File: src/rtl/mtimer_pkg.sv
package mtimer_pkg;
  localparam int unsigned CNT_W    = 32;
  localparam int unsigned ADDR_W   = 8;
  localparam int unsigned NUM_CH   = 6;
  localparam int unsigned WD_CH    = 5;
  localparam int unsigned RST_CYC  = 16;

  localparam logic [ADDR_W-1:0] OFS_CNT   = 8'h00;
  localparam logic [ADDR_W-1:0] OFS_MATCH = 8'h08;
  localparam logic [ADDR_W-1:0] OFS_IEN   = 8'h24;
  localparam logic [ADDR_W-1:0] OFS_WDEN  = 8'h28;
  localparam logic [ADDR_W-1:0] OFS_STS   = 8'h2C;
  localparam logic [ADDR_W-1:0] OFS_LATCH = 8'h30;
  localparam logic [ADDR_W-1:0] OFS_SNAP  = 8'h34;
endpackage

File: src/rtl/mtimer_counter.sv
module mtimer_counter #(
  parameter int unsigned CW = 32
) (
  input  logic          clk_i,
  input  logic          rst_ni,
  input  logic          tick_i,
  input  logic          load_i,
  input  logic [CW-1:0] load_val_i,
  output logic [CW-1:0] cnt_o,
  output logic [CW-1:0] nxt_o,
  output logic          adv_o
);
  logic [CW-1:0] cnt_q;

  assign nxt_o = cnt_q + CW'(1);
  assign adv_o = tick_i & ~load_i;
  assign cnt_o = cnt_q;

  always_ff @(posedge clk_i or negedge rst_ni) begin
    if (!rst_ni)     cnt_q <= '0;
    else if (load_i) cnt_q <= load_val_i;
    else if (tick_i) cnt_q <= nxt_o;
  end

  a_r2_step: assert property (@(posedge clk_i) disable iff (!rst_ni)
    (tick_i && !load_i) |=> (cnt_q == $past(cnt_q) + CW'(1)));
  a_r2_hold: assert property (@(posedge clk_i) disable iff (!rst_ni)
    (!tick_i && !load_i) |=> $stable(cnt_q));
endmodule

File: src/rtl/mtimer_match.sv
module mtimer_match #(
  parameter int unsigned CW = 32,
  parameter int unsigned NCH = 6
) (
  input  logic [NCH-1:0][CW-1:0] match_i,
  input  logic [CW-1:0]          nxt_i,
  input  logic                   adv_i,
  output logic [NCH-1:0]         hit_o
);
  for (genvar n = 0; n < NCH; n++) begin : g_ch
    // modular equality on the incoming value handles the wrap
    assign hit_o[n] = adv_i && (nxt_i == match_i[n]);
  end
endmodule

File: src/rtl/mtimer_rstgen.sv
module mtimer_rstgen #(
  parameter int unsigned LEN = 16
) (
  input  logic clk_i,
  input  logic rst_ni,
  input  logic trig_i,
  output logic rst_o
);
  localparam int unsigned LW = (LEN > 1) ? $clog2(LEN) : 1;
  logic          act_q;
  logic [LW-1:0] rem_q;

  always_ff @(posedge clk_i or negedge rst_ni) begin
    if (!rst_ni) begin
      act_q <= 1'b0;
      rem_q <= '0;
    end else if (!act_q) begin
      if (trig_i) begin
        act_q <= 1'b1;
        rem_q <= LW'(LEN - 1);
      end
    end else if (rem_q == '0) begin
      act_q <= 1'b0;
    end else begin
      rem_q <= rem_q - LW'(1);
    end
  end

  assign rst_o = act_q;

  a_r9_no_early_drop: assert property (@(posedge clk_i) disable iff (!rst_ni)
    (act_q && rem_q != '0) |=> act_q);
  a_r7_start_on_trig: assert property (@(posedge clk_i) disable iff (!rst_ni)
    (!act_q && trig_i) |=> act_q);
endmodule

File: src/rtl/mtimer_wdog.sv
module mtimer_wdog
  import mtimer_pkg::*;
(
  input  logic              clk_i,
  input  logic              rst_ni,
  input  logic              tick_i,
  input  logic              wr_i,
  input  logic [ADDR_W-1:0] addr_i,
  input  logic [CNT_W-1:0]  wdata_i,
  output logic [CNT_W-1:0]  rdata_o,
  output logic              irq_o,
  output logic              rst_req_o
);
  logic [NUM_CH-1:0][CNT_W-1:0] match_q;
  logic [NUM_CH-1:0]            ien_q, sts_q, hit, clr;
  logic                         wden_q;
  logic [CNT_W-1:0]             snap_q, cnt, nxt;
  logic                         adv, cnt_ld, wd_trig;
  logic [NUM_CH-1:0]            match_sel;

  assign cnt_ld = wr_i && (addr_i == OFS_CNT);

  mtimer_counter #(.CW(CNT_W)) u_cnt (
    .clk_i, .rst_ni, .tick_i,
    .load_i(cnt_ld), .load_val_i(wdata_i),
    .cnt_o(cnt), .nxt_o(nxt), .adv_o(adv)
  );

  mtimer_match #(.CW(CNT_W), .NCH(NUM_CH)) u_match (
    .match_i(match_q), .nxt_i(nxt), .adv_i(adv), .hit_o(hit)
  );

  for (genvar n = 0; n < NUM_CH; n++) begin : g_sel
    assign match_sel[n] = (addr_i == ADDR_W'(OFS_MATCH + ADDR_W'(4 * n)));
  end

  assign clr = (wr_i && addr_i == OFS_STS) ? wdata_i[NUM_CH-1:0] : '0;

  always_ff @(posedge clk_i or negedge rst_ni) begin
    if (!rst_ni) begin
      match_q <= '0;
      ien_q   <= '0;
      wden_q  <= 1'b0;
      sts_q   <= '0;
      snap_q  <= '0;
    end else begin
      if (wr_i) begin
        for (int n = 0; n < NUM_CH; n++)
          if (match_sel[n]) match_q[n] <= wdata_i;
        if (addr_i == OFS_IEN)  ien_q  <= wdata_i[NUM_CH-1:0];
        if (addr_i == OFS_WDEN) wden_q <= wdata_i[0];
        if (addr_i == OFS_LATCH && wdata_i[0]) snap_q <= cnt;
      end
      sts_q <= (sts_q & ~clr) | hit;
    end
  end

  assign wd_trig = hit[WD_CH] & wden_q & ien_q[WD_CH];

  mtimer_rstgen #(.LEN(RST_CYC)) u_rst (
    .clk_i, .rst_ni, .trig_i(wd_trig), .rst_o(rst_req_o)
  );

  assign irq_o = |(sts_q & ien_q);

  always_comb begin
    rdata_o = '0;
    case (addr_i)
      OFS_CNT:  rdata_o = cnt;
      OFS_IEN:  rdata_o = CNT_W'(ien_q);
      OFS_WDEN: rdata_o = CNT_W'(wden_q);
      OFS_STS:  rdata_o = CNT_W'(sts_q);
      OFS_SNAP: rdata_o = snap_q;
      default:  rdata_o = '0;
    endcase
    for (int n = 0; n < NUM_CH; n++)
      if (match_sel[n]) rdata_o = match_q[n];
  end

  a_r3_set_on_tick_only: assert property (@(posedge clk_i) disable iff (!rst_ni)
    !tick_i |=> ((sts_q & ~$past(sts_q)) == '0));
  a_r6_latch_capture: assert property (@(posedge clk_i) disable iff (!rst_ni)
    (wr_i && addr_i == OFS_LATCH && wdata_i[0]) |=> (snap_q == $past(cnt)));
  a_r8_no_start_disarmed: assert property (@(posedge clk_i) disable iff (!rst_ni)
    (!rst_req_o && !(wden_q && ien_q[WD_CH])) |=> !rst_req_o);
endmodule

File: config.mk
export PLATFORM = sky130hd
export DESIGN_NAME = mtimer_wdog
export DESIGN_NICKNAME = d
export VERILOG_FILES = /design/src/rtl/mtimer_pkg.sv /design/src/rtl/mtimer_counter.sv /design/src/rtl/mtimer_match.sv /design/src/rtl/mtimer_rstgen.sv /design/src/rtl/mtimer_wdog.sv
export SDC_FILE = /design/constraint.sdc
export NUM_CORES = 1
export LEC_CHECK = 0
export BUFFER_PORTS_ARGS = -buffer_cell sky130_fd_sc_hd__buf_2
export CAP_MARGIN = 0
export CORE_MARGIN = 10
export CORE_UTILIZATION = 55
export DETAILED_ROUTE_END_ITERATION = 10
export GPL_ROUTABILITY_DRIVEN = 0
export PLACE_DENSITY = 0.79
export SETUP_SLACK_MARGIN = 0.02
export SLEW_MARGIN = 20
export SYNTH_ARGS = -nofsm -noshare
export SYNTH_HDL_FRONTEND = slang
export SYNTH_SLANG_ARGS = --single-unit
File: constraint.sdc
create_clock -name clk_i -period 3.4 [get_ports clk_i]
set_input_delay 0.34 -clock clk_i [delete_from_list [all_inputs] [get_ports clk_i]]
set_output_delay 0.34 -clock clk_i [all_outputs]
set_load 0.01 [all_outputs]
; Word-level counts from Yosys, hierarchy flattened
; Index checks and enable logic that the tools add are counted.
[word_totals]
regBits = 274
inputBits = 44
out_inout_bits = 34
word_cells = 81
[classes]
n_addsub = 2
eq_ne = 18
n_mux = 16
bitwise_logic = 8
reduce_logical = 24
[ops]
columns = op, n
row1 = 32-bit two-way mux, 8
row2 = 32-bit == test, 6
row3 = 32-bit one-hot mux with 5 select lines, 1
row4 = 8-bit by 6-bit == test with 1-bit output (second input constant), 5
row5 = 32-bit by 1-bit adder with 32-bit output (second input constant), 1
row6 = 8-bit by 5-bit == test with 1-bit output (second input constant), 4
row7 = 2-bit AND reduction, 10
row8 = 8-bit by 4-bit == test with 1-bit output (second input constant), 2
row9 = 6-bit AND, 2
row10 = 4-bit two-way mux, 3
row11 = 1-bit logical AND, 9
row12 = 8-bit zero test, 1
row13 = 6-bit two-way mux, 1
row14 = 6-bit inverter, 1
row15 = 6-bit bitwise OR, 1
row16 = 6-bit OR reduction, 1
row17 = 4-bit zero test, 1
row18 = 2-bit nonzero test, 2
row19 = 4-bit by 1-bit subtractor with 4-bit output (second input constant), 1
row20 = 1-bit AND, 3
row21 = 1-bit two-way mux, 3
row22 = 2-bit inequality test (second input constant), 1
row23 = 1-bit inverter, 1

; Logic depth before layout (Yosys ltp)
[depth]
ltp_word = 9
mapped_depth = 11
ltp_nobuf = 9

; Modules after synthesis
; From an unflattened synthesis, not the netlist that was laid out.
[hier_totals]
hier_cells = 1465
area_unflattened_um2 = 16480.8
[modules_own_cells]
columns = module, instances, cells_per_inst, area_per_inst_um2, seq_area_each_um2
row1 = mtimer_wdog, 1, 840, 11382.2, 5930.7
row2 = mtimer_counter, 1, 302, 2412.3, 800.8
row3 = mtimer_match, 1, 296, 2409.8, 0.0
row4 = mtimer_rstgen, 1, 27, 276.5, 125.1

; Worst setup path after synthesis
; Ideal clock, no wire load.
[synth_path]
path_type = flip-flop to flip-flop
startpoint = register u_cnt.cnt_q[1] (netlist: u_cnt.cnt_o[1])
endpoint = register sts_q[2]
setup_ns = 0.067
arrival_ns = 2.816
required_ns = 3.333
path_slack_ns = 0.517
path_stages_with_launch = 10
path_buffers = 1
period_less_slack_ns = 2.883
path_cell_list = dfrtp_1 -> ha_1 -> buf_2 -> nand4_1 -> nor4_2 -> xnor2_1 -> xnor2_1 -> or4_1 -> nor4_1 -> a32o_1
[synth_between]
elab_chain_cells = 4
[synth_rtl]
columns = item, line_no
row1 = start: declaration, mtimer_counter.sv:13  ; logic [CW-1:0] cnt_q;
row2 = start signal: assignment, mtimer_counter.sv:21  ; else if (load_i) cnt_q <= load_val_i;
row3 = start signal: assignment, mtimer_counter.sv:22  ; else if (tick_i) cnt_q <= nxt_o;
row4 = 32-bit by 1-bit adder with 32-bit output, mtimer_counter.sv:15  ; assign nxt_o = cnt_q + CW'(1);
row5 = 32-bit == test, mtimer_match.sv:12  ; assign hit_o[n] = adv_i && (nxt_i == match_i[n]);
row6 = 1-bit logical AND, mtimer_match.sv:12
row7 = 6-bit bitwise OR, mtimer_wdog.sv:54  ; sts_q <= (sts_q & ~clr) | hit;
row8 = end signal: assignment, mtimer_wdog.sv:54
row9 = end: declaration, mtimer_wdog.sv:15  ; logic [NUM_CH-1:0] ien_q, sts_q, hit, clr;
; Every way passes these cells.
; A chain may end at the register's enable or synchronous reset.

; Final worst setup path
; Ends and elaborated chain as after synthesis.

==> metrics.txt <==
run status complete, no violations; max-cap violation count 0; starting density of the core around 56%; Routed WL per cell about 27 um; Worst Path Class, Setup flip-flop to flip-flop; crit path time final between 3 and 4 ns; Avg Synthesized Cell Area about 10 um2; P_sw ~3.0 mW; Die H between 150 and 200 um; most frequent cells in the layout 274 x dfrtp_1, 228 x mux2_2, 135 x xnor2_1; CP startpoint kind flip-flop; skew final ~0.011 ns; I/O pin count 78; crit path DAT between 3 and 4 ns; Ys Warns 0; commonest non-fill, non-tap cell in the layout dfrtp_1; RSZ-0062 raised after global routing yes; Root Driver clkbuf_16; worst vdd ir around 0.39 mV; Leak 8.53 nW; Critical Path End Type flip-flop; Pre-Repair DR Iteration Count 9; Die ar. around 37000 um2; Power Density 510 nW/um2; synthesized flop and latch total 274; clock latency on the worst-skew pair 0.57 ns; Nets approximately 1700; synthesized instance count around 1600; first-pass GRT wire length 84200 um; Avg Vias per Cell between 6 and 7; Hold Path Class primary input to flip-flop; die width 192 um; mapped cell area ~16000 um2; Synth async-reset ratio 100%; dpl hpwl between 30000 and 40000 um; detailed-route via count around 14000; Final setup viols 0; Filler Cell Count approximately 2300; remaining antenna violation count 0; htree depth 1; DRC 0; Post-synth EDFFs 0; worst slew pin tran 0.893 ns; drt first-iter violations ~2200; core region area 29000 um2; Diodes inserted 0; Final Hold Fails 0; total internal power ~6.4 mW; WL final ~55000 um; sequential share of power around two fifths; Area Overhead vs Synth 13.7%; vias in the first global route between 10000 and 15000; Top FF cell, synth dfrtp_1; Rows 62; largest net degree at the start of global routing a little over 80; Final Util between 60% and 70%; antenna violations before repair 0; Clk pwr share a little over a third; register-to-register setup slack 0.07 ns; sum of negative setup slack 0 ns; Seq/Total Area, Yosys roughly 42%; crit-path max FO 13; Worst-path clk slew roughly 0.060 ns; library cells used by synthesis 73; combinational share of power about a quarter; switch share between 30 and 40%; Num CTS Buffers 30; TritonCTS clock tree done; Max Fclk between 300 and 400 MHz; number of port buffers 77; CTS sink count about 270; GR Util All Layers ~29%; Net Count, Synth approximately 1600; Crit path required time 3.90 ns; total power 9.45 mW; remaining global-route overflow 0; Slew HR between 30% and 40%; layout cells sized above 1 between 20% and 30%; Slew Viols, Final 0; period utilisation layout 97.9%; maximum root-to-sink buffer count 3
[registers in the layout, summed over array words and instances, names as in the netlist]
name,flops
snap_q,32
u_rst.rst_o,1
u_rst.rem_q,4
match_q,192
wden_q,1
u_cnt.cnt_o,32
ien_q,6
sts_q,6
[layer usage]
layer,share of wire (%),vias up,global-route usage (%)
met1,38,6823,38.2
met3,12,239,8.14
met5,0,-,0.274
li1,-,5846,-
met4,6.0,0,15.3
met2,44,944,44.0
[Yosys cell counts, types with 8 or more instances]
cell	instances	area (um2)
and4_1	8	70.1
nand2b_1	10	62.6
a31oi_1	34	213
xnor2_1	135	1180
buf_1	26	97.6
inv_1	9	33.8
nand3_1	39	195
dfrtp_1	274	6860
xor2_1	96	841
nor4_1	32	200
nand2_1	89	334
a211oi_1	20	150
a22oi_1	52	390
nand4_1	28	175
a222oi_1	13	130
mux2_2	228	2570
buf_4	8	60.1
o2111ai_1	8	70.1
nor3_1	15	75.1
o21ai_0	43	215
buf_2	15	75.1
a21oi_1	64	320
and2_1	10	62.6
clkbuf_1	62	233
nor2_1	119	447
[power by group through the flow]
stage	sequential, mW	clock, mW	combinational, mW
floorplan	3.64	0	1.51
global placement	3.72	0	2.20
detailed placement	3.73	0	2.24
CTS	3.67	3.41	2.28
global route	3.70	3.54	2.48
finish	3.69	3.40	2.36
[critical path, cell delays in order (launching register included)]
cell,delay [ns]
dfrtp_1,0.45
ha_1,0.29
and4_4,0.31
nand3_2,0.33
nor3_1,0.51
xnor2_2,0.21
xnor2_1,0.17
or4_1,0.48
nor4_1,0.30
a32o_1,0.21
[what timing repair did]
action                                  4_1_cts  5_1_grt
buffers inserted                              0        1
endpoints found under the hold margin        73        0
endpoints found under the setup margin        5        9
resized for setup                             3        7
hold buffers                                  1        0
gates cloned                                  0        0
pin swaps                                     1        1
[path summary, 6_finish.rpt]
check	to	start	cells after the start
max reg2reg	sts_q[2]$_DFF_PN0_	u_cnt.cnt_o[1]$_DFFE_PN0P_	9
min reg2reg	snap_q[5]$_DFFE_PN0P_	snap_q[5]$_DFFE_PN0P_	2
min in group asynchronous	match_q[4]$_DFFE_PN0P_	rst_ni	2
max in group asynchronous	match_q[117]$_DFFE_PN0P_	rst_ni	3
min	u_cnt.cnt_o[6]$_DFFE_PN0P_	wdata_i[6]	3
max	sts_q[2]$_DFF_PN0_	u_cnt.cnt_o[1]$_DFFE_PN0P_	9
[cell families after synthesis]
kind of cell | after synthesis | share of synthesized area, %
simple gates | 412 | 13.1
mux | 231 | 15.9
compound gates | 279 | 11.5
fa+ha+maj | 3 | 0.230
buf+inv | 122 | 3.16
xor+xnor | 245 | 14.0
flops | 274 | 42.0
[through the flow]
stage	hold WS [ns]	cells	setup WS (ns)	instance area, um2
floorplan	0.0444	1566	0.517	16300
global placement	0.372	2000	0.0602	17400
detailed placement	0.381	2000	-0.0688	17400
CTS	0.0862	2057	0.0220	18500
global route	0.106	2058	-0.00180	18500
finish	0.100	2058	0.0700	18500
[final cells by class]
cell class | count | area (um2) | area share [%]
multi-input combinational | 1170 | 9010 | 48.6
timing repair buffer | 165 | 1130 | 6.12
tap | 384 | 480 | 2.59
inverter | 9 | 33.8 | 0.182
sequential | 274 | 6860 | 37.0
clock inverter | 16 | 168 | 0.904
clock buffer | 40 | 860 | 4.64
No activity file was read; power rests on OpenSTA's default activity.
